[src/rtl/ivt_pkg.sv]
package ivt_pkg;
    localparam int SEL_W    = 2;
    localparam int NUM_TAPS = 1 << SEL_W;
    localparam int DATA_W   = 8;
    // control register field positions
    localparam int FLAG_BIT = 7;
    localparam int IEN_BIT  = 6;
    localparam int CLRN_BIT = 5;

    typedef logic [SEL_W-1:0] sel_t;

    typedef struct packed {
        logic flag;
        logic ien;
        sel_t sel;
    } ctrl_t;
endpackage

[src/rtl/ivt_counter.sv]
module ivt_counter
    import ivt_pkg::*;
#(
    parameter int CNT_W    = 22,
    parameter int TAP_BASE = 11,
    parameter int TAP_STEP = 2
) (
    input  logic             clk,
    input  logic             rst_n,
    input  logic             tick,
    input  logic             clr,
    input  sel_t             sel,
    output logic [CNT_W-1:0] cnt,
    output logic             ovf
);
    typedef struct packed {
        logic [CNT_W-1:0] cnt;
    } cnt_state_t;

    cnt_state_t st_d, st_q;
    logic [NUM_TAPS-1:0] wrap;

    // one all-ones detector per selectable tap
    for (genvar t = 0; t < NUM_TAPS; t++) begin : g_tap
        localparam int POS = TAP_BASE + t * TAP_STEP;
        assign wrap[t] = &st_q.cnt[POS:0];
    end

    always_comb begin
        st_d = st_q;
        ovf  = tick & wrap[sel];
        if (clr) begin
            st_d.cnt = '0;
        end else if (tick) begin
            st_d.cnt = st_q.cnt + 1'b1;
        end
    end

    always_ff @(posedge clk or negedge rst_n) begin
        if (!rst_n) begin
            st_q <= '0;
        end else begin
            st_q <= st_d;
        end
    end

    assign cnt = st_q.cnt;
endmodule

[src/rtl/ivt_ctrl.sv]
module ivt_ctrl
    import ivt_pkg::*;
#(
    parameter int              ADDR_W    = 2,
    parameter logic [ADDR_W-1:0] CTRL_ADDR = '0
) (
    input  logic              clk,
    input  logic              rst_n,
    input  logic [ADDR_W-1:0] reg_addr,
    input  logic              reg_we,
    input  logic [DATA_W-1:0] reg_wdata,
    input  logic              ovf,
    output logic [DATA_W-1:0] reg_rdata,
    output logic              clr,
    output sel_t              sel,
    output logic              flag,
    output logic              ien,
    output logic              irq
);
    ctrl_t st_d, st_q;
    logic  wr, set, sel_hit;
    logic  wdata_unused;

    assign wdata_unused = ^reg_wdata[CLRN_BIT-1:SEL_W];

    always_comb begin
        sel_hit = (reg_addr == CTRL_ADDR);
        wr      = reg_we & sel_hit;
        clr     = wr & ~reg_wdata[CLRN_BIT];
        set     = ovf & ~clr;
        st_d    = st_q;
        if (wr) begin
            st_d.ien = reg_wdata[IEN_BIT];
            st_d.sel = reg_wdata[SEL_W-1:0];
            if (!reg_wdata[FLAG_BIT]) begin
                st_d.flag = 1'b0;
            end
        end
        if (set) begin
            st_d.flag = 1'b1;   // hardware set wins over software clear
        end
    end

    always_ff @(posedge clk or negedge rst_n) begin
        if (!rst_n) begin
            st_q <= '0;
        end else begin
            st_q <= st_d;
        end
    end

    always_comb begin
        reg_rdata = '0;
        if (sel_hit) begin
            reg_rdata[FLAG_BIT]    = st_q.flag;
            reg_rdata[IEN_BIT]     = st_q.ien;
            reg_rdata[CLRN_BIT]    = 1'b1;
            reg_rdata[SEL_W-1:0]   = st_q.sel;
        end
    end

    assign sel  = st_q.sel;
    assign flag = st_q.flag;
    assign ien  = st_q.ien;
    assign irq  = st_q.flag & st_q.ien;
endmodule

[src/rtl/ivt_top.sv]
module ivt_top
    import ivt_pkg::*;
#(
    parameter int                CNT_W     = 22,
    parameter int                TAP_BASE  = 11,
    parameter int                TAP_STEP  = 2,
    parameter int                ADDR_W    = 2,
    parameter logic [ADDR_W-1:0] CTRL_ADDR = '0
) (
    input  logic              clk,
    input  logic              rst_n,
    input  logic              cnt_tick,
    input  logic [ADDR_W-1:0] reg_addr,
    input  logic              reg_we,
    input  logic [7:0]        reg_wdata,
    output logic [7:0]        reg_rdata,
    output logic              irq
);
    logic [CNT_W-1:0] cnt_w;
    logic             ovf_w, clr_w, flag_w, ien_w;
    sel_t             sel_w;

    ivt_counter #(
        .CNT_W   (CNT_W),
        .TAP_BASE(TAP_BASE),
        .TAP_STEP(TAP_STEP)
    ) u_cnt (
        .clk  (clk),
        .rst_n(rst_n),
        .tick (cnt_tick),
        .clr  (clr_w),
        .sel  (sel_w),
        .cnt  (cnt_w),
        .ovf  (ovf_w)
    );

    ivt_ctrl #(
        .ADDR_W   (ADDR_W),
        .CTRL_ADDR(CTRL_ADDR)
    ) u_ctrl (
        .clk      (clk),
        .rst_n    (rst_n),
        .reg_addr (reg_addr),
        .reg_we   (reg_we),
        .reg_wdata(reg_wdata),
        .ovf      (ovf_w),
        .reg_rdata(reg_rdata),
        .clr      (clr_w),
        .sel      (sel_w),
        .flag     (flag_w),
        .ien      (ien_w),
        .irq      (irq)
    );
endmodule

[config.mk]
export PLATFORM = sky130hd
export DESIGN_NAME = ivt_top
export DESIGN_NICKNAME = d
export VERILOG_FILES = /design/src/rtl/ivt_pkg.sv /design/src/rtl/ivt_counter.sv /design/src/rtl/ivt_ctrl.sv /design/src/rtl/ivt_top.sv
export SDC_FILE = /design/constraint.sdc
export NUM_CORES = 1
export LEC_CHECK = 0
export BUFFER_PORTS_ARGS = -buffer_cell sky130_fd_sc_hd__clkbuf_2
export CELL_PAD_IN_SITES_DETAIL_PLACEMENT = 1
export CELL_PAD_IN_SITES_GLOBAL_PLACEMENT = 1
export CORE_UTILIZATION = 30
export CTS_CLUSTER_SIZE = 10
export DETAILED_ROUTE_END_ITERATION = 8
export PLACE_DENSITY = 0.65
export SYNTH_ARGS = -nofsm -noshare
export SYNTH_HDL_FRONTEND = slang
export SYNTH_SLANG_ARGS = --single-unit
[constraint.sdc]
create_clock -name clk -period 1.9 [get_ports clk]
set_input_delay 0.095 -clock clk [delete_from_list [all_inputs] [get_ports clk]]
set_output_delay 0.095 -clock clk [all_outputs]
set_load 0.005 [all_outputs]
==> summary.md <==
| Metric | Value |
|---|---|
| Total wire length | `2407 um` |
| DRT antenna net count | `0` |
| Switching share of total power | `27.67%` |
| WS Path Type | `flip-flop to flip-flop` |
| Register area share after synthesis | `a little under half` |
| Worst-margin pin slew | `between 500 and 600 ps` |
| FF-to-FF Start | `u_cnt.cnt[0]` |
| R2r setup slk | `170 ps` |
| Worst path required time | `around 2100 ps` |
| Commonest non-fill, non-tap cells in the layout | `dfrtp_1, clkbuf_2, nand2_1` |
| Gpl congestion | `0.7226` |
| Worst path cell trace | `ha_1 -> and4_2 -> nand4_1 -> or3_1 -> a21oi_1` |
| Vias in the first global route | `982` |
| Commonest non-fill, non-tap cell in the layout | `dfrtp_1` |
| Hold depth | `2` |
| Crit path max-delay family | `simple AND/OR/NAND/NOR gates` |
| DR WL/cell | `12.94 um` |
| Seq pwr share | `49.8%` |
| Switching Power | `0.0003475 W` |
| TritonCTS Buffers | `3` |
| Sink Count | `22` |
| P_int | `roughly 0.0009 W` |
| Yosys top cell by area | `dfrtp_1` |
| RSZ-0062 raised after global routing | `false` |
| CP Launch Type | `flip-flop` |
| Proportion of power drawn by the clock network | `a little over a third` |
| Crit path launch | `u_cnt.cnt[0]` |
| DIE HEIGHT | `64.18 um` |
| Post-DP HPWL | `1829 um` |
| First-pass GRT wire length | `between 4000 and 5000 um` |
| Syn avg cell area | `9.666 um^2` |
| Via count | `920` |
| Worst rel slew slack | `62.87%` |
| # resized after CTS | `0` |
| FMAX | `~580 MHz` |
| # fillers | `445` |
| EDFF count, synth | `0` |
| Tmin final | `1729 ps` |
| Hold_sp | `reg_wdata[6]` |
| Ys flop type | `dfrtp_1` |
| Comb pwr share | `15.2%` |
| Number of hold violations in the final report | `0` |
| Asr flop ratio synth | `100.0%` |
| Leakage | `0.5893 nW` |
| Top cells by area, synth | `dfrtp_1, a21oi_1, o21ai_0` |
| GRT Residual Overflow | `0` |
| Max incr delay on CP | `between 400 and 500 ps` |
| Final TNS setup | `0 ps` |
| DRT Pass-1 Iters | `4` |
| Area delta synth->final | `16.83%` |
| WHS Endpoint | `u_ctrl.ien` |
| Core area | `3689 um^2` |
| Ys Warns | `0` |
| Cell variety after synth | `29` |
| Mapped Cells | `120` |
| Ports | `23` |
| Max FO, Critical Path | `6` |
| Fin. max-slew vios | `0` |
| # nets final | `~150` |
| Rows | `22` |
| Pwr Density | `approximately 930 nW/um^2` |
| H-tree lvl count | `1` |
| Worst-Skew Late Latency | `~260 ps` |
| CTS tree | `built` |
| Critical-path top delay cell | `dfrtp_1` |
| Number of diodes | `0` |
| Peak supply drop | `485.8 uV` |
| Register bit count reported by yosys | `22` |
| Antenna violations before repair | `0` |
| Die width | `~64 um` |
| Critical Path AT | `1920 ps` |
| Clock slew at reported path FFs | `80 ps` |
| Reg2reg end | `u_cnt.cnt[16]` |
| Worst setup EP type | `flip-flop` |
| Longest Clk Path Bufs | `2` |
| Starting Density | `31.45%` |
| Setup bufs post-CTS | `0` |
| Synth top area share | `between 40% and 50%` |
| Final setup vio count | `0` |
| PortBufs | `16` |
| Global Route Usage Sum | `a little over an eighth` |
| Die footprint | `4119 um^2` |
| Part of the cycle the worst path needs | `between 90% and 100%` |
| Clock skew | `1.774 ps` |
| DRC Markers | `0` |
| Synth Cell Area | `roughly 1200 um^2` |
| Max-cap violations | `0` |
| Initial DRC count | `26` |
| Vias/cell | `4.946` |
| Largest net degree at the start of global routing | `23` |
| Ratio of cells with drive above 1 in the final layout | `21.74%` |
| Root buffer cell | `clkbuf_8` |
| Status | `finished, final reports clean` |
| Worst hold slack | `61.23 ps` |
| Buf/Inv on CP | `0` |
| HP Class | `input pin to flip-flop` |
| FF-to-FF path depth | `5` |
| Cts hold-fix bufs | `1` |
==> power groups by stage <==
stage	registers [W]	logic [W]	clock network, W
floorplan	0.000614	0.000150	0
global placement	0.000630	0.000184	0
detailed placement	0.000633	0.000196	0
CTS	0.000625	0.000198	0.000452
global route	0.000639	0.000226	0.000470
finish	0.000625	0.000191	0.000440
==> per-stage QoR <==
step,power (W),util [%],instances,cell area [um^2],setup slack [ps]
2_1_floorplan,0.0007642,-,122,1167,312.9
3_3_place_gp,0.0008142,34.53,181,1274,216.6
3_5_place_dp,0.0008295,34.53,181,1274,149.8
4_1_cts,0.001275,36.74,186,1355,147.9
5_1_grt,0.001335,36.74,186,1355,19.83
6_report,0.001256,36.74,186,1355,170.7
==> cells by family (layout without fill, tap and decap cells) <==
logic type | count (synthesis) | in the layout | share of synthesized area, %
mux | 4 | 4 | 3.775
compound gates | 19 | 19 | 8.414
fa+ha+maj | 1 | 1 | 1.079
simple gates | 56 | 56 | 27.62
flops | 22 | 22 | 47.47
other cells | 1 | 3 | 0.3233
buf+inv | 8 | 24 | 4.531
xor+xnor | 9 | 9 | 6.796
==> synth_stat cells, types with 2 or more instances <==
master,n
nand4b_1,2
xnor2_1,5
xor2_1,4
and3_1,3
nor2_1,11
dfrtp_1,22
o21ai_0,9
buf_4,4
nor3_1,3
a21oi_1,9
and2_1,6
nand3_1,2
nand2_1,12
clkbuf_1,2
or3_1,5
mux2_2,3
nand4_1,6
==> worst max path at each step <==
stage / end / slack, ps / cells past startpoint
6_report: u_cnt.cnt[16] / 170 / 5
4_1_cts: u_cnt.cnt[16] / 150 / 5
5_1_grt: u_cnt.cnt[16] / 20 / 5
3_5_place_dp: u_cnt.cnt[16] / 150 / 5
2_1_floorplan: u_cnt.cnt[11] / 310 / 4
3_3_place_gp: u_cnt.cnt[14] / 220 / 5
==> cell type report <==
class                      instances  area, um^2  share of cell area [%]
multi-input combinational         92       564.3                   41.64
sequential                        22       550.5                   40.63
timing repair buffer              19       105.1                   7.756
tap                               48       60.06                   4.432
clock buffer                       3       41.29                   3.047
clock inverter                     1       30.03                   2.216
inverter                           1       3.754                  0.2770
==> metal layers <==
layer  track usage, %  routed length (um)
met5                0                   0
met2            25.00                1287
met1            14.65                1035
met3            2.321                  84
met4            3.333                   0
==> state kept, by name (all words and copies together) (netlist names) <==
signal and flops:
u_cnt.cnt 18, u_ctrl.sel 2, u_ctrl.flag 1, u_ctrl.ien 1
(Power assumes the default switching activity.)
